**config.mk**
```make
export PLATFORM = sky130hd
export DESIGN_NAME = sdvf_frontend
export DESIGN_NICKNAME = d
export VERILOG_FILES = /design/src/rtl/sdvf_pkg.sv /design/src/rtl/sdvf_decode.sv /design/src/rtl/sdvf_vreg_file.sv /design/src/rtl/sdvf_fwd.sv /design/src/rtl/sdvf_frontend.sv
export SDC_FILE = /design/constraint.sdc
export NUM_CORES = 1
export LEC_CHECK = 0
export BUFFER_PORTS_ARGS = -buffer_cell sky130_fd_sc_hd__buf_2
export CORE_MARGIN = 3
export CORE_UTILIZATION = 47
export DETAILED_ROUTE_END_ITERATION = 6
export PLACE_DENSITY = 0.67
export SYNTH_ARGS = -nofsm -noshare
export SYNTH_HDL_FRONTEND = slang
export SYNTH_SLANG_ARGS = --single-unit
```
**constraint.sdc**
```tcl
create_clock -name clk -period 2.1 [get_ports clk]
set_clock_uncertainty 0.05 [all_clocks]
set_input_delay 0 -clock clk [delete_from_list [all_inputs] [get_ports clk]]
set_output_delay 0 -clock clk [all_outputs]
set_load 0.05 [all_outputs]
```
**src/rtl/sdvf_pkg.sv**
```systemverilog
package sdvf_pkg;

    localparam int unsigned DATA_W      = 32;
    localparam logic [31:0] INFO_POR    = 32'h0001_0000;

    // Word indices of the vendor registers that have special rules
    localparam int unsigned IDX_INFO    = 0;
    localparam int unsigned IDX_PHY     = 4;
    localparam int unsigned IDX_EMMC    = 6;

    // Bit positions
    localparam int unsigned BIT_SWR     = 0;
    localparam int unsigned BIT_PHY_WR  = 24;
    localparam int unsigned BIT_PHY_RD  = 25;
    localparam int unsigned BIT_PHY_ACK = 26;
    localparam int unsigned BIT_TUNE    = 15;

    typedef enum logic [1:0] {
        RGN_VREG     = 2'd0,
        RGN_HOLE     = 2'd1,
        RGN_SLOT     = 2'd2,
        RGN_MISALIGN = 2'd3
    } region_e;

    typedef struct packed {
        logic              req;
        logic              we;
        logic [DATA_W-1:0] data;
    } access_t;

    // Value that a vendor word holds after a write of d
    function automatic logic [DATA_W-1:0] shape_store(int unsigned idx,
                                                      logic [DATA_W-1:0] d);
        logic [DATA_W-1:0] r;
        r = d;
        if (idx == IDX_PHY)
            r[BIT_PHY_ACK] = d[BIT_PHY_WR] | d[BIT_PHY_RD];
        else if (idx == IDX_EMMC)
            r[BIT_TUNE] = 1'b0;
        return r;
    endfunction

    function automatic logic [DATA_W-1:0] por_value(int unsigned idx);
        return (idx == IDX_INFO) ? INFO_POR : '0;
    endfunction

endpackage

```
**src/rtl/sdvf_decode.sv**
```systemverilog
module sdvf_decode
    import sdvf_pkg::*;
#(
    parameter int unsigned ADDR_W     = 12,
    parameter int unsigned VREG_WORDS = 8,
    parameter int unsigned SLOT_BASE  = 'h200,
    localparam int unsigned IDX_W     = $clog2(VREG_WORDS)
) (
    input  logic [ADDR_W-1:0] addr,
    output region_e           rgn,
    output logic [IDX_W-1:0]  widx,
    output logic [ADDR_W-1:0] slot_off
);
    localparam logic [ADDR_W-1:0] VREG_END = ADDR_W'(VREG_WORDS * 4);
    localparam logic [ADDR_W-1:0] SBASE    = ADDR_W'(SLOT_BASE);

    always_comb begin
        if (addr[1:0] != 2'b00)
            rgn = RGN_MISALIGN;
        else if (addr >= SBASE)
            rgn = RGN_SLOT;
        else if (addr < VREG_END)
            rgn = RGN_VREG;
        else
            rgn = RGN_HOLE;
    end

    assign widx     = addr[IDX_W+1:2];
    assign slot_off = addr - SBASE;

endmodule

```
**src/rtl/sdvf_vreg_file.sv**
```systemverilog
module sdvf_vreg_file
    import sdvf_pkg::*;
#(
    parameter int unsigned VREG_WORDS = 8,
    localparam int unsigned IDX_W     = $clog2(VREG_WORDS)
) (
    input  logic              clk,
    input  logic              rst,
    input  logic              wr_en,
    input  logic [IDX_W-1:0]  wr_idx,
    input  logic [DATA_W-1:0] wr_data,
    input  logic              swr,
    input  logic [IDX_W-1:0]  rd_idx,
    output logic [DATA_W-1:0] rd_data
);
    logic [DATA_W-1:0] word [VREG_WORDS];

    for (genvar i = 0; i < VREG_WORDS; i++) begin : g_word
        if (i == IDX_INFO) begin : g_ro
            // Information word: fixed contents, never written
            assign word[i] = por_value(i);
        end else begin : g_rw
            logic [DATA_W-1:0] q;
            always_ff @(posedge clk) begin
                if (rst || swr)
                    q <= por_value(i);
                else if (wr_en && wr_idx == IDX_W'(i))
                    q <= shape_store(i, wr_data);
            end
            assign word[i] = q;
        end
    end

    assign rd_data = word[rd_idx];

endmodule

```
**src/rtl/sdvf_fwd.sv**
```systemverilog
module sdvf_fwd
    import sdvf_pkg::*;
#(
    parameter int unsigned ADDR_W = 12
) (
    input  logic              clk,
    input  logic              rst,
    input  access_t           acc,
    input  logic              sel,
    input  logic [ADDR_W-1:0] off,
    input  logic              swr,
    input  logic              slot_ack,
    input  logic [DATA_W-1:0] slot_rdata,
    output logic              slot_req,
    output logic              slot_we,
    output logic [ADDR_W-1:0] slot_addr,
    output logic [DATA_W-1:0] slot_wdata,
    output logic              slot_rst,
    output logic              fwd_ready,
    output logic [DATA_W-1:0] fwd_rdata
);
    logic go;
    assign go         = acc.req && sel;
    assign slot_req   = go;
    assign slot_we    = go && acc.we;
    assign slot_addr  = off;
    assign slot_wdata = acc.data;
    assign fwd_ready  = go && slot_ack;
    assign fwd_rdata  = slot_rdata;

    always_ff @(posedge clk) begin
        if (rst)
            slot_rst <= 1'b0;
        else
            slot_rst <= swr;
    end

endmodule

```
**src/rtl/sdvf_frontend.sv**
```systemverilog
module sdvf_frontend
    import sdvf_pkg::*;
#(
    parameter int unsigned ADDR_W     = 12,
    parameter int unsigned VREG_WORDS = 8,
    parameter int unsigned SLOT_BASE  = 'h200
) (
    input  logic              clk,
    input  logic              rst,
    input  logic              bus_req,
    input  logic              bus_we,
    input  logic [ADDR_W-1:0] bus_addr,
    input  logic [31:0]       bus_wdata,
    output logic              bus_ready,
    output logic              bus_err,
    output logic [31:0]       bus_rdata,
    output logic              slot_req,
    output logic              slot_we,
    output logic [ADDR_W-1:0] slot_addr,
    output logic [31:0]       slot_wdata,
    input  logic              slot_ack,
    input  logic [31:0]       slot_rdata,
    output logic              slot_rst
);
    localparam int unsigned IDX_W = $clog2(VREG_WORDS);

    region_e           rgn;
    logic [IDX_W-1:0]  widx;
    logic [ADDR_W-1:0] slot_off;
    access_t           acc;
    logic              vreg_wr, swr;
    logic [DATA_W-1:0] vreg_rd, fwd_rdata;
    logic              fwd_ready;

    assign acc = '{req: bus_req, we: bus_we, data: bus_wdata};

    sdvf_decode #(
        .ADDR_W(ADDR_W), .VREG_WORDS(VREG_WORDS), .SLOT_BASE(SLOT_BASE)
    ) dec_i (
        .addr(bus_addr), .rgn(rgn), .widx(widx), .slot_off(slot_off)
    );

    assign vreg_wr = acc.req && acc.we && rgn == RGN_VREG;
    assign swr     = vreg_wr && widx == IDX_W'(IDX_INFO) && acc.data[BIT_SWR];

    sdvf_vreg_file #(.VREG_WORDS(VREG_WORDS)) vf_i (
        .clk(clk), .rst(rst),
        .wr_en(vreg_wr), .wr_idx(widx), .wr_data(acc.data),
        .swr(swr), .rd_idx(widx), .rd_data(vreg_rd)
    );

    sdvf_fwd #(.ADDR_W(ADDR_W)) fwd_i (
        .clk(clk), .rst(rst), .acc(acc), .sel(rgn == RGN_SLOT),
        .off(slot_off), .swr(swr),
        .slot_ack(slot_ack), .slot_rdata(slot_rdata),
        .slot_req(slot_req), .slot_we(slot_we), .slot_addr(slot_addr),
        .slot_wdata(slot_wdata), .slot_rst(slot_rst),
        .fwd_ready(fwd_ready), .fwd_rdata(fwd_rdata)
    );

    always_comb begin
        bus_ready = 1'b0;
        bus_err   = 1'b0;
        bus_rdata = '0;
        if (acc.req) begin
            unique case (rgn)
                RGN_VREG: begin
                    bus_ready = 1'b1;
                    if (!acc.we) bus_rdata = vreg_rd;
                end
                RGN_HOLE:     bus_ready = 1'b1;
                RGN_SLOT: begin
                    bus_ready = fwd_ready;
                    bus_rdata = fwd_rdata;
                end
                RGN_MISALIGN: begin
                    bus_ready = 1'b1;
                    bus_err   = 1'b1;
                end
                default: ;
            endcase
        end
    end

endmodule

```
After elaboration in Yosys (flattened, before gate mapping). Cells that the tools add are included.

Bits in registers: 224. Output and inout port bits: 81.

Add/subtract/negate cells: 1. Magnitude comparators: 3. Eq/ne operators: 10. Muxes and demuxes: 13. Bitwise gates (word level): 2. Reductions and logical operators: 19.

Operators with widths (number): $mux W32 (4); $bmux W32 S3 (1); $pmux W32 S2 (1); $logic_and A1 B1 Y1 (14); $eq A3 B3 Y1 const B (4); $ge A12 B10 Y1 const B (1); $lt A12 B6 Y1 const B (1); $sub A12 B10 Y12 const B (1); $eq A3 B2 Y1 const B (2); $eq A2 B2 Y1 const B (2); $ge A4 B4 Y1 const B (1); $mux W1 (4); $mux W2 (2); $not A3 Y4 (1); $eq A3 B1 Y1 const B (1); $logic_not A3 Y1 (1); $reduce_or A3 Y1 (1); $eq A2 B1 Y1 const B (1); $logic_not A2 Y1 (1); $pmux W1 S2 (1); $reduce_bool A2 Y1 (1); $logic_or A1 B1 Y1 (1); $or A1 B1 Y1 (1).

Longest topological paths before layout. Gate-level depths: netlist of run 1.

Word-level depth: 9. Mapped depth: 8.

Hierarchy. A second synthesis of run 1 with hierarchy kept.

Cell total of the unflattened synthesis: 1354. Area total of the unflattened synthesis: 11832.6 µm².

Modules (own cells, without submodules): sdvf_vreg_file (times used 1, cells an instance 1184, area each 10531.4 µm²); sdvf_fwd (times used 1, cells an instance 81, area each 615.6 µm²); sdvf_frontend (times used 1, cells an instance 62, area each 501.7 µm²); sdvf_decode (times used 1, cells an instance 27, area each 183.9 µm²).

Worst setup path before layout of run 1. OpenSTA, ideal clock, no wires.

Path kind: input port to output port. Start: input bus_addr[2]. End: output bus_rdata[28]. Data arrival time: 2.160 ns. Slack: -0.110 ns. Stages: 6. Path through: buf_2 nor2_1 and4_1 clkbuf_1 o21ai_0 a21boi_0.

Cells in the longest elaborated chain, start to end: 7.

Ends and longest elaborated chain: from (decl) (RTL line sdvf_frontend.sv:12) `input logic [ADDR_W-1:0] bus_addr,`; $lt A12 B6 Y1 or $not A3 Y4 (tied branches) (RTL line sdvf_decode.sv:22, sdvf_vreg_file.sv:34); $mux W1 or $bmux W32 S3 (tied branches) (RTL line sdvf_decode.sv:22, sdvf_vreg_file.sv:34); $mux W2 or $mux W32 (tied branches) (RTL line sdvf_decode.sv:20, sdvf_vreg_file.sv:34); $mux W2 or $mux W32 (tied branches) (RTL line sdvf_decode.sv:18, sdvf_vreg_file.sv:34); $eq A2 B2 Y1 (tied with other cells) (RTL line sdvf_frontend.sv:66) `unique case (rgn)`; $pmux W32 S2 (*) (RTL line sdvf_frontend.sv:66); $mux W32 (*) (RTL line sdvf_frontend.sv:65) `if (acc.req) begin`; to (decl) (RTL line sdvf_frontend.sv:16) `output logic [31:0] bus_rdata,`.

Every way passes the cells marked *; elsewhere a longest branch is shown, timed or not. The select of a mux whose other input is x is not followed.

Worst setup path after layout of run 1.
Start: register vf_i.g_word[7].g_rw.q[17]. End: output bus_rdata[17].

Cells in the longest elaborated chain, start to end: 6.

Ends and longest elaborated chain: from (decl) (RTL line sdvf_vreg_file.sv:23) `logic [DATA_W-1:0] q;`; from (signal assigned) (RTL line sdvf_vreg_file.sv:26) `q <= por_value(i);`; from (signal assigned) (RTL line sdvf_vreg_file.sv:28) `q <= shape_store(i, wr_data);`; $bmux W32 S3 (RTL line sdvf_vreg_file.sv:34) `assign rd_data = word[rd_idx];`; $mux W32 (implied by the code) (2 in a row) (RTL line sdvf_vreg_file.sv:34); $mux W32 (RTL line sdvf_frontend.sv:69) `if (!acc.we) bus_rdata = vreg_rd;`; $pmux W32 S2 (RTL line sdvf_frontend.sv:66); $mux W32 (RTL line sdvf_frontend.sv:65).

Every way passes these cells. The select of a mux whose other input is x is not followed.

==> impl_results.rst, run 1 <==
.. list-table::
   :header-rows: 1

   * - Metric
     - Value
   * - Unrepaired setup endpoints after global routing
     - false
   * - Number of buffers on the longest clock path
     - 3
   * - Max VDD drop
     - 0.454 mV
   * - Die Y-Extent
     - 161 µm
   * - Clk root buf
     - sky130_fd_sc_hd__clkbuf_16
   * - Number of enable flip-flop cells after synthesis
     - 0
   * - Initial standard-cell utilization of the core
     - 0.479
   * - Number of nets still failing antenna checks after routing
     - 0
   * - Drt initial violations
     - 1008
   * - Via/cell ratio
     - roughly 6.2
   * - Total of endpoints with negative setup slack in the final report
     - 0
   * - Number of buffers inserted to repair setup after CTS
     - 0
   * - Share of the clock period used by the worst path after layout
     - 0.966
   * - # Max-Cap Violations
     - 0
   * - Sequential-to-total area share from yosys stat
     - 0.398
   * - Worst rel slew slack
     - 0.650
   * - Clock tree from TritonCTS
     - yes
   * - Kind of end point of the critical path
     - output pin
   * - Antenna violations before repair
     - 0
   * - Final-layout worst hold slack
     - 0.116 ns
   * - Critical path class
     - reg2out
   * - Fraction of layout cells with a size suffix above 1
     - 0.202
   * - Number of hold violations in the final report
     - 0
   * - Pre-CTS WS
     - 0.219 ns
   * - Sum of negative setup slack
     - 0 ns
   * - Status
     - complete, no violations
   * - Worst-margin pin slew
     - approximately 0.52 ns
   * - Cells after synthesis
     - 1405
   * - Type of origin of the critical path
     - flip-flop
   * - Pin count of the biggest net entering global routing
     - 97
   * - Final WS setup
     - 0.0717 ns
   * - Count of cell types in the netlist
     - 40
   * - Crit path required time
     - 2.05 ns
   * - Vias in the first global route
     - 10700
   * - Power density over the cells
     - 729 nW/µm²
   * - Final period demand of the worst path
     - around 2.0 ns
   * - Floorplan Core Area
     - 23500 µm²
   * - Skew-Pair Late Insertion Delay
     - 0.52 ns
   * - Final routed wirelength across all metal layers
     - 36500 µm
   * - Post-synth design cell area
     - 11300 µm²
   * - Net count after synthesis
     - between 1000 and 1500
   * - YS warnings
     - 0
   * - Via Count
     - about 11000
   * - Highest clock rate
     - 493 MHz
   * - Arrival time worst endpoint
     - just under 2 ns
   * - Maximum net fanout on the critical path
     - 2
   * - Area growth syn-to-layout
     - 19.2%
   * - Register clock-pin slew on the reported worst setup and hold paths
     - ~0.06 ns
   * - Sink count of the clock tree
     - 224
   * - Total global-route track usage
     - 0.270
   * - Routed length per instance
     - around 20 µm
   * - Hold crit path type
     - in2reg
   * - Buffers added on ports
     - 161
   * - Layout net count
     - 1565
   * - Count of pins over their slew limit
     - 0
   * - Grt ovf
     - 0
   * - Num rows
     - 56
   * - Static Leakage
     - 4.74 nW
   * - Predominant post-synthesis flop cell
     - sky130_fd_sc_hd__dfxtp_1
   * - Number of clock buffers inserted by TritonCTS
     - 24
   * - DRC Markers
     - 0
   * - Share of flip-flops with an asynchronous set or reset
     - 0
   * - Post-Synthesis Mean Instance Area
     - 8.02 µm²
   * - GP Congestion
     - 0.842
   * - HPWL Detailed
     - about 22000 µm
   * - I/O pin count
     - 162
   * - Register bit count reported by yosys
     - around 220
   * - H-Tree Level Count
     - 1
   * - Wire length of the first global-routing pass
     - 57600 µm
   * - Most frequent cells in the layout
     - sky130_fd_sc_hd__o21ai_0, sky130_fd_sc_hd__a21oi_1, sky130_fd_sc_hd__nand3_1
   * - Initial DRT Pass Iterations
     - 5
   * - Horizontal die dimension
     - around 160 µm
   * - Ant diodes
     - 0
   * - Area of the die
     - between 20000 and 30000 µm²
-- what timing repair did --
item	CTS	global route
hold buffers	35	0
setup endpoints to repair	0	1
hold endpoints to repair	224	0
resized for setup	0	1
-- final timing paths --
kind / startpoint / to / slack, ns / cells after the start
worst max-delay path: vf_i.g_word[7].g_rw.q[17] / bus_rdata[17] / 0.07 / 5
worst min-delay path: bus_addr[2] / vf_i.g_word[6].g_rw.q[28] / 0.12 / 5
worst max register to register: vf_i.g_word[2].g_rw.q[28] / vf_i.g_word[2].g_rw.q[28] / 1.39 / 2
worst min register to register: vf_i.g_word[5].g_rw.q[20] / vf_i.g_word[5].g_rw.q[20] / 0.42 / 2
-- cell families after synthesis --
| family | synth area share |
|---|---|
| AO/OA/AOI/OAI | 0.279 |
| adder cells (fa/ha/maj) | 0.00222 |
| buffers and inverters | 0.0967 |
| XOR/XNOR | 0.000778 |
| AND/OR/NAND/NOR | 0.135 |
| flip-flops | 0.398 |
| multiplexers | 0.0875 |
-- layout make-up --
type,count,area [µm²]
multi-input combinational,967,5730
clock buffer,38,754
tap,319,399
timing repair buffer,257,1950
fill,2206,10100
sequential,224,4480
clock inverter,5,75.1
inverter,8,30.0
-- Yosys cell counts, types with 2 or more instances --
cell | n | area (µm²)
sky130_fd_sc_hd__nor2_1 | 5 | 18.8
sky130_fd_sc_hd__nor4_1 | 2 | 12.5
sky130_fd_sc_hd__mux2i_1 | 67 | 671
sky130_fd_sc_hd__mux2_2 | 28 | 315
sky130_fd_sc_hd__nand4_1 | 2 | 12.5
sky130_fd_sc_hd__nor3b_1 | 2 | 15.0
sky130_fd_sc_hd__a21oi_1 | 251 | 1260
sky130_fd_sc_hd__dfxtp_1 | 224 | 4480
sky130_fd_sc_hd__nand2b_1 | 4 | 25.0
sky130_fd_sc_hd__buf_4 | 49 | 368
sky130_fd_sc_hd__ha_1 | 2 | 25.0
sky130_fd_sc_hd__nor3_1 | 4 | 20.0
sky130_fd_sc_hd__a21boi_1 | 2 | 15.0
sky130_fd_sc_hd__and4_1 | 4 | 35.0
sky130_fd_sc_hd__buf_6 | 4 | 45.0
sky130_fd_sc_hd__clkbuf_1 | 93 | 349
sky130_fd_sc_hd__a221o_1 | 28 | 280
sky130_fd_sc_hd__o22ai_1 | 9 | 56.3
sky130_fd_sc_hd__buf_1 | 2 | 7.51
sky130_fd_sc_hd__a21boi_0 | 2 | 15.0
sky130_fd_sc_hd__inv_1 | 8 | 30.0
sky130_fd_sc_hd__o21ai_1 | 7 | 35.0
sky130_fd_sc_hd__nor2b_1 | 7 | 43.8
sky130_fd_sc_hd__and2_1 | 2 | 12.5
sky130_fd_sc_hd__o21ai_0 | 252 | 1260
sky130_fd_sc_hd__buf_2 | 57 | 285
sky130_fd_sc_hd__a22oi_1 | 26 | 195
sky130_fd_sc_hd__nand3_1 | 250 | 1250
-- through the flow --
stage | total power, mW | instances | area [µm²] | util
after global routing | 10.1 | 1818 | 13400 | 0.570
after global placement | 5.38 | 1740 | 12200 | 0.520
after CTS | 9.83 | 1818 | 13400 | 0.570
after floorplan | 5.01 | 1405 | 11300 | -
after detailed placement | 5.39 | 1740 | 12200 | 0.520
final | 9.79 | 1818 | 13400 | 0.570
-- registers in the layout (all words and copies together) (netlist names) --
name	count
vf_i.g_word.g_rw.q	223
fwd_i.slot_rst	1
-- metal layers --
metal / GRT usage / vias to the layer above / share of wire
met5: 0 / - / 0
met4: 0.0974 / 0 / 0.034
met3: 0.0449 / 76 / 0.071
met2: 0.450 / 501 / 0.47
met1: 0.354 / 5429 / 0.42
li1: - / 5264 / -
-- power breakdown --
| part | internal [mW] | switching, mW | total, mW |
|---|---|---|---|
| combinational | 0.337 | 0.768 | 1.10 |
| clock | 2.70 | 1.74 | 4.43 |
| sequential | 4.25 | 0.000104 | 4.25 |
-- worst max-delay path: stages, from the launching register on --
cell and delay [ns]:
sky130_fd_sc_hd__dfxtp_1 0.33, sky130_fd_sc_hd__mux2i_1 0.08, sky130_fd_sc_hd__a22oi_1 0.27, sky130_fd_sc_hd__nand3_1 0.16
sky130_fd_sc_hd__a21oi_1 0.28, sky130_fd_sc_hd__buf_2 0.33
Power figures use the tool's default switching activity.
==> inputs of run 2 (changes only) <==
- PLACE_DENSITY: 0.67 -> default
- PLACE_DENSITY_LB_ADDON: default -> 0.2
- SKIP_CTS_REPAIR_TIMING: default -> 1
==> run 2 against run 1 <==
Final cell count barely moved. Non-clock buffer count rose by 1. Hold slack improved by 0.024 ns. Largest cell class unchanged. Largest power group is now registers.
==> impl_results.rst, run 2 (synthesis gave the netlist of run 1 again) <==
.. list-table::
   :header-rows: 1

   * - Metric
     - Value
   * - Crit path required time
     - 2.05 ns (about the same)
   * - Registers with the most flip-flops
     - vf_i.g_word.g_rw.q (223), fwd_i.slot_rst (1)
   * - Register clock-pin slew on the reported worst setup and hold paths
     - 0.06 ns (about the same)
   * - Number of nets still failing antenna checks after routing
     - 0 (unchanged)
   * - Final-layout worst hold slack
     - 0.140 ns (+0.0237 ns)
   * - Number of buffers on the longest clock path
     - 3 (unchanged)
   * - Share of the clock period used by the worst path after layout
     - 0.948 (-0.0179)
   * - Number of clock buffers inserted by TritonCTS
     - 25 (+4.2%)
   * - HPWL Detailed
     - 22600 µm (+2.0%)
   * - Power density over the cells
     - 715 nW/µm² (-1.9%)
   * - Sink count of the clock tree
     - 224 (unchanged)
   * - Total global-route track usage
     - 0.270 (about the same)
   * - Hold crit path type
     - in2reg
   * - Antenna violations before repair
     - 0 (unchanged)
   * - Critical path class
     - reg2out
   * - Pin count of the biggest net entering global routing
     - 82 (-15%)
   * - Final routed wirelength across all metal layers
     - 37200 µm (+1.7%)
   * - Combinational fraction of design power
     - 0.116 (+0.003)
   * - Post-layout instance count excluding filler cells
     - 1817 (-0.055%)
   * - Routed length per instance
     - 20.4 µm (+1.7%)
   * - Sum of negative setup slack
     - 0 ns (unchanged)
   * - Initial standard-cell utilization of the core
     - 0.479 (unchanged)
   * - Floorplan Core Area
     - 23500 µm² (unchanged)
   * - Number of hold violations in the final report
     - 0 (unchanged)
   * - Fraction of layout cells with a size suffix above 1
     - 0.202 (-0.000533)
   * - Static Leakage
     - 4.68 nW (-1.4%)
   * - Count of pins over their slew limit
     - 0 (unchanged)
   * - Switching power
     - 2.51 mW (+0.27%)
   * - Worst rel slew slack
     - 0.623 (-0.0269)
   * - Maximum net fanout on the critical path
     - 2 (unchanged)
   * - Design Area, Final
     - 13300 µm² (-1.1%)
   * - H-Tree Level Count
     - 1 (unchanged)
   * - Clock tree from TritonCTS
     - yes
   * - Kind of end point of the critical path
     - output pin
   * - Drt initial violations
     - 1166 (+16%)
   * - Type of origin of the critical path
     - flip-flop
   * - Horizontal die dimension
     - 161 µm (unchanged)
   * - Total of endpoints with negative setup slack in the final report
     - 0 (unchanged)
   * - Fill cell total of the finished layout
     - 2188 (-0.82%)
   * - Wire length of the first global-routing pass
     - 57400 µm (-0.43%)
   * - Via/cell ratio
     - 6.19 (-0.13%)
   * - Largest register FFs
     - 223 (unchanged)
   * - Initial DRT Pass Iterations
     - 5 (unchanged)
   * - Placed cell area
     - 12200 µm² (-0.59%)
   * - Skew-Pair Late Insertion Delay
     - 0.52 ns (about the same)
   * - # Max-Cap Violations
     - 0 (unchanged)
   * - Count of placed standard cells including taps
     - 1742 (+0.11%)
   * - Area of the die
     - 25900 µm² (unchanged)
   * - GP Congestion
     - 0.826 (-1.9%)
   * - Grt ovf
     - 0 (unchanged)
   * - Worst-margin pin slew
     - 0.563 ns (+0.0378 ns)
   * - Ant diodes
     - 0 (unchanged)
   * - Layout net count
     - 1567 (+0.13%)
   * - Vias in the first global route
     - 10400 (-3.0%)
   * - Die Y-Extent
     - 161 µm (unchanged)
   * - Register with the highest flop count
     - vf_i.g_word.g_rw.q
   * - Max VDD drop
     - 0.367 mV (-19%)
   * - Most frequent cells in the layout
     - sky130_fd_sc_hd__o21ai_0, sky130_fd_sc_hd__a21oi_1, sky130_fd_sc_hd__nand3_1
   * - Switching Fraction
     - 0.265 (+0.00855)
   * - Part of the total power dissipated in sequential elements
     - 0.447 (+0.013)
   * - Final Util
     - 0.564 (-0.00638)
   * - DRC Markers
     - 0 (unchanged)
   * - Area growth syn-to-layout
     - 17.9%
   * - Status
     - complete, no violations
   * - Arrival time worst endpoint
     - 1.94 ns (-0.04 ns)
   * - Cell internal pwr
     - 6.98 mW (-4.1%)
   * - Num rows
     - 56 (unchanged)
   * - Most frequent standard cell in the layout excluding fill and tap cells
     - sky130_fd_sc_hd__o21ai_0
   * - Buffers added on ports
     - 161 (unchanged)
   * - Unrepaired setup endpoints after global routing
     - false
   * - Final period demand of the worst path
     - 1.99 ns (-0.0376 ns)
   * - Via Count
     - 11200 (-0.19%)
   * - Clk root buf
     - sky130_fd_sc_hd__clkbuf_16
   * - I/O pin count
     - 162 (unchanged)
   * - Highest clock rate
     - 502 MHz (+1.9%)
   * - Share of power burned in the clock network
     - 0.437 (-0.016)
run 2: cell types whose count changed in the layout (fill, tap and decap cells not counted), sizes merged:
cell         before  now
bufinv            2    0
dlygate4sd3      35   34
clkbuf           38   39
buf             222  223
run 2: layout make-up:
class                      instances  area [µm²]  share of cell area
clock buffer                      38         744              0.0561
clock inverter                     3        15.0             0.00113
inverter                           8        30.0             0.00226
multi-input combinational        967        5730               0.432
sequential                       224        4480               0.338
tap                              319         399              0.0301
timing repair buffer             258        1870               0.141
run 2: critical path: stages (launching register included):
cell	delay [ns]
sky130_fd_sc_hd__dfxtp_1	0.33
sky130_fd_sc_hd__mux2i_1	0.07
sky130_fd_sc_hd__a22oi_1	0.46
sky130_fd_sc_hd__nand3_1	0.16
sky130_fd_sc_hd__a21oi_1	0.13
sky130_fd_sc_hd__buf_2	0.27
run 2: final timing paths:
path / end / cells after the start / startpoint / slack (ns)
worst max-delay path: bus_rdata[18] / 5 / vf_i.g_word[7].g_rw.q[18] / 0.11
worst min-delay path: vf_i.g_word[5].g_rw.q[30] / 5 / bus_addr[10] / 0.14
worst max register to register: vf_i.g_word[4].g_rw.q[29] / 2 / vf_i.g_word[4].g_rw.q[29] / 1.39
worst min register to register: vf_i.g_word[3].g_rw.q[23] / 2 / vf_i.g_word[3].g_rw.q[23] / 0.42
run 2: per-stage QoR:
stage / power, mW / worst slack, ns
after floorplan: 5.01 / 0.0347
after global placement: 5.38 / 0.301
after detailed placement: 5.38 / 0.296
after CTS: 9.48 / 0.0898
after global routing: 9.76 / 0.0141
final: 9.50 / 0.109
run 2: layer usage:
metal,global-route usage,wire (µm)
met5,0,0
met4,0.0864,915
met3,0.0366,2510
met2,0.442,17500
met1,0.371,16200
run 2: power groups by stage:
stage	Combinational (mW)	Clock [mW]	Sequential (mW)
after floorplan	0.665	0	4.34
after global placement	1.04	0	4.34
after detailed placement	1.03	0	4.34
after CTS	1.04	4.19	4.25
after global routing	1.15	4.36	4.25
final	1.10	4.15	4.25
==> inputs of run 3 (changes only) <==
- ABC_AREA: default -> 0
- CORE_MARGIN: 3 -> default
==> run 3 against run 2 <==
Count of clock-buffer cells in the layout fell by 2. Clock power fell by 1%. Hold slack improved by 0.033 ns. Sequential share of layout area rose by 0.057 points. Sequential cell count did not move. Die area fell by 4.9%. Maximum frequency fell by 1.7%. Critical path type unchanged. Core utilization rose by 0.072 points. Non-clock buffer count fell by 1.
==> impl_results.rst, run 3 (synthesis gave the netlist of run 1 again) <==
.. list-table::
   :header-rows: 1

   * - Metric
     - Value
   * - Status
     - complete, no violations
   * - Unrepaired setup endpoints after global routing
     - false
   * - Share of power burned in the clock network
     - 0.434 (-0.003)
   * - Number of nets still failing antenna checks after routing
     - 0 (unchanged)
   * - Post-layout instance count excluding filler cells
     - 1819 (+0.11%)
   * - Switching power
     - 2.50 mW (-0.47%)
   * - Highest clock rate
     - 494 MHz (-1.7%)
   * - Switching Fraction
     - 0.265 (+0.000430)
   * - Area growth syn-to-layout
     - 17.7%
   * - Ordered list of cells on the worst path
     - mux2i_1 > a22oi_1 > nand3_1 > a21oi_1 > clkbuf_4
   * - Final routed wirelength across all metal layers
     - 36300 µm (-2.4%)
   * - Buffers added on ports
     - 161 (unchanged)
   * - # Max-Cap Violations
     - 0 (unchanged)
   * - Count of placed standard cells including taps
     - 1741 (-0.057%)
   * - Launch instance of the worst min-delay path
     - bus_addr[2]
   * - Max incr delay on CP
     - 0.34 ns (-0.12 ns)
   * - Most frequent standard cell in the layout excluding fill and tap cells
     - sky130_fd_sc_hd__o21ai_0
   * - H-Tree Level Count
     - 1 (unchanged)
   * - Register with the highest flop count
     - vf_i.g_word.g_rw.q
   * - Hold crit path type
     - in2reg
   * - Via Count
     - 11200 (-0.72%)
   * - Max stage delay cell, worst path
     - sky130_fd_sc_hd__dfxtp_1
   * - Fraction of layout cells with a size suffix above 1
     - 0.203 (+0.00106)
   * - Drt initial violations
     - 1206 (+3.4%)
   * - DRC Markers
     - 0 (unchanged)
   * - Registers with the most flip-flops
     - vf_i.g_word.g_rw.q (223), fwd_i.slot_rst (1)
   * - Number of buffers on the longest clock path
     - 3 (unchanged)
   * - Area of the die
     - 24600 µm² (-4.9%)
   * - Number of clock buffers inserted by TritonCTS
     - 25 (unchanged)
   * - Part of the total power dissipated in sequential elements
     - 0.450 (+0.003)
   * - Kind of end point of the critical path
     - output pin
   * - Maximum net fanout on the critical path
     - 2 (unchanged)
   * - Sink count of the clock tree
     - 224 (unchanged)
   * - GP Congestion
     - 0.810 (-1.9%)
   * - Ant diodes
     - 0 (unchanged)
   * - Layout net count
     - 1566 (-0.064%)
   * - Arrival time worst endpoint
     - 1.98 ns (+0.04 ns)
   * - Number of cells on the worst reg-to-reg path
     - 2 (unchanged)
   * - Wire length of the first global-routing pass
     - 55800 µm (-2.8%)
   * - Skew-Pair Late Insertion Delay
     - 0.51 ns (about the same)
   * - Total global-route track usage
     - 0.287 (+0.0170)
   * - Share of the clock period used by the worst path after layout
     - 0.964 (+0.0164)
   * - Antenna violations before repair
     - 0 (unchanged)
   * - Register clock-pin slew on the reported worst setup and hold paths
     - 0.06 ns (about the same)
   * - Type of origin of the critical path
     - flip-flop
   * - Most frequent cells in the layout
     - sky130_fd_sc_hd__o21ai_0, sky130_fd_sc_hd__a21oi_1, sky130_fd_sc_hd__nand3_1
   * - Critical path class
     - reg2out
   * - Horizontal die dimension
     - 157 µm (-2.5%)
   * - Setup slack, reg-to-reg
     - 1.39 ns (about the same)
   * - Final Util
     - 0.565 (+0.000724)
   * - Crit path required time
     - 2.05 ns (about the same)
   * - Die Y-Extent
     - 157 µm (-2.5%)
   * - Num rows
     - 56 (unchanged)
   * - Reg-to-reg startpoint
     - vf_i.g_word[6].g_rw.q[19]
   * - Power density over the cells
     - 712 nW/µm² (-0.46%)
   * - Count of pins over their slew limit
     - 0 (unchanged)
   * - HPWL Detailed
     - 21900 µm (-3.2%)
   * - Grt ovf
     - 0 (unchanged)
   * - Combinational fraction of design power
     - 0.116 (about the same)
   * - Pin count of the biggest net entering global routing
     - 70 (-15%)
   * - Static Leakage
     - 4.67 nW (-0.13%)
   * - Clk root buf
     - sky130_fd_sc_hd__clkbuf_16
   * - Vias in the first global route
     - 9877 (-4.7%)
   * - Fill cell total of the finished layout
     - 2131 (-2.6%)
   * - Worst-margin pin slew
     - 0.717 ns (+0.155 ns)
   * - Largest register FFs
     - 223 (unchanged)
   * - Terminating pin of the worst hold path
     - vf_i.g_word[5].g_rw.q[19]
   * - Max VDD drop
     - 0.451 mV (+23%)
   * - Initial DRT Pass Iterations
     - 5 (unchanged)
   * - Start point of the critical path
     - vf_i.g_word[7].g_rw.q[20]
   * - Routed length per instance
     - 19.9 µm (-2.5%)
   * - Worst rel slew slack
     - 0.522 (-0.101)
   * - Floorplan Core Area
     - 23500 µm² (-0.30%)
   * - RR Endpoint
     - vf_i.g_word[6].g_rw.q[19]
   * - Via/cell ratio
     - 6.14 (-0.83%)
   * - Number of hold violations in the final report
     - 0 (unchanged)
   * - Hold-critical path depth
     - 4 (-1)
   * - Cell internal pwr
     - 6.94 mW (-0.69%)
   * - Sum of negative setup slack
     - 0 ns (unchanged)
   * - Initial standard-cell utilization of the core
     - 0.480 (+0.00143)
   * - Final period demand of the worst path
     - 2.03 ns (+0.0345 ns)
   * - I/O pin count
     - 162 (unchanged)
   * - Total of endpoints with negative setup slack in the final report
     - 0 (unchanged)
   * - Clock tree from TritonCTS
     - yes
run 3: cell types whose count changed in the layout (fill, tap and decap cells not counted):
cell,delta
sky130_fd_sc_hd__buf_12,-1
sky130_fd_sc_hd__clkinv_2,+5
sky130_fd_sc_hd__clkbuf_8,-2
run 3: cell type report:
type                    instances  area, µm²  share of cell area
clock inverters                 8       40.0             0.00302
flip-flops and latches        224       4480               0.338
well taps                     319        399              0.0301
inverters                       8       30.0             0.00227
clock buffers                  36        717              0.0541
repair buffers                257       1850               0.140
multi-input cells             967       5730               0.432
run 3: routing by layer:
metal | GRT usage | wire [µm] | vias up
li1 | - | - | 5261
met1 | 0.396 | 15700 | 5345
met5 | 0 | 0 | -
met4 | 0.0901 | 989 | 0
met2 | 0.465 | 17100 | 502
met3 | 0.0354 | 2470 | 60
run 3: metrics by stage:
stage / power [mW] / area, µm² / worst slack, ns / hold slack, ns
3_3_place_gp: 5.37 / 12200 / 0.162 / 0.219
3_5_place_dp: 5.38 / 12200 / 0.185 / 0.215
4_1_cts: 9.41 / 12900 / 0.0507 / -0.320
6_report: 9.44 / 13300 / 0.0749 / 0.172
5_1_grt: 9.71 / 13300 / 0.00471 / 0.194
2_1_floorplan: 5.01 / 11300 / 0.0347 / 0.0293
run 3: power groups by stage:
stage	Sequential, mW	Combinational (mW)	Clock (mW)
CTS	4.25	1.03	4.13
finish	4.25	1.09	4.09
detailed placement	4.34	1.03	0
floorplan	4.34	0.665	0
global route	4.25	1.15	4.31
global placement	4.34	1.03	0
run 3: how the worst max path moves through the flow:
stage / to / slack (ns)
final: bus_rdata[20] / 0.07
after global routing: bus_rdata[20] / 0.005
after CTS: bus_rdata[20] / 0.05
after detailed placement: bus_rdata[20] / 0.18
after global placement: bus_rdata[20] / 0.16
after floorplan: bus_rdata[27] / 0.03
run 3: critical path, delay by kind of cell (launching register included):
kind / cells / cell delay, ns
compound gates: 2 / 0.56
buf+inv: 1 / 0.30
flops: 1 / 0.34
mux: 1 / 0.08
simple gates: 1 / 0.19
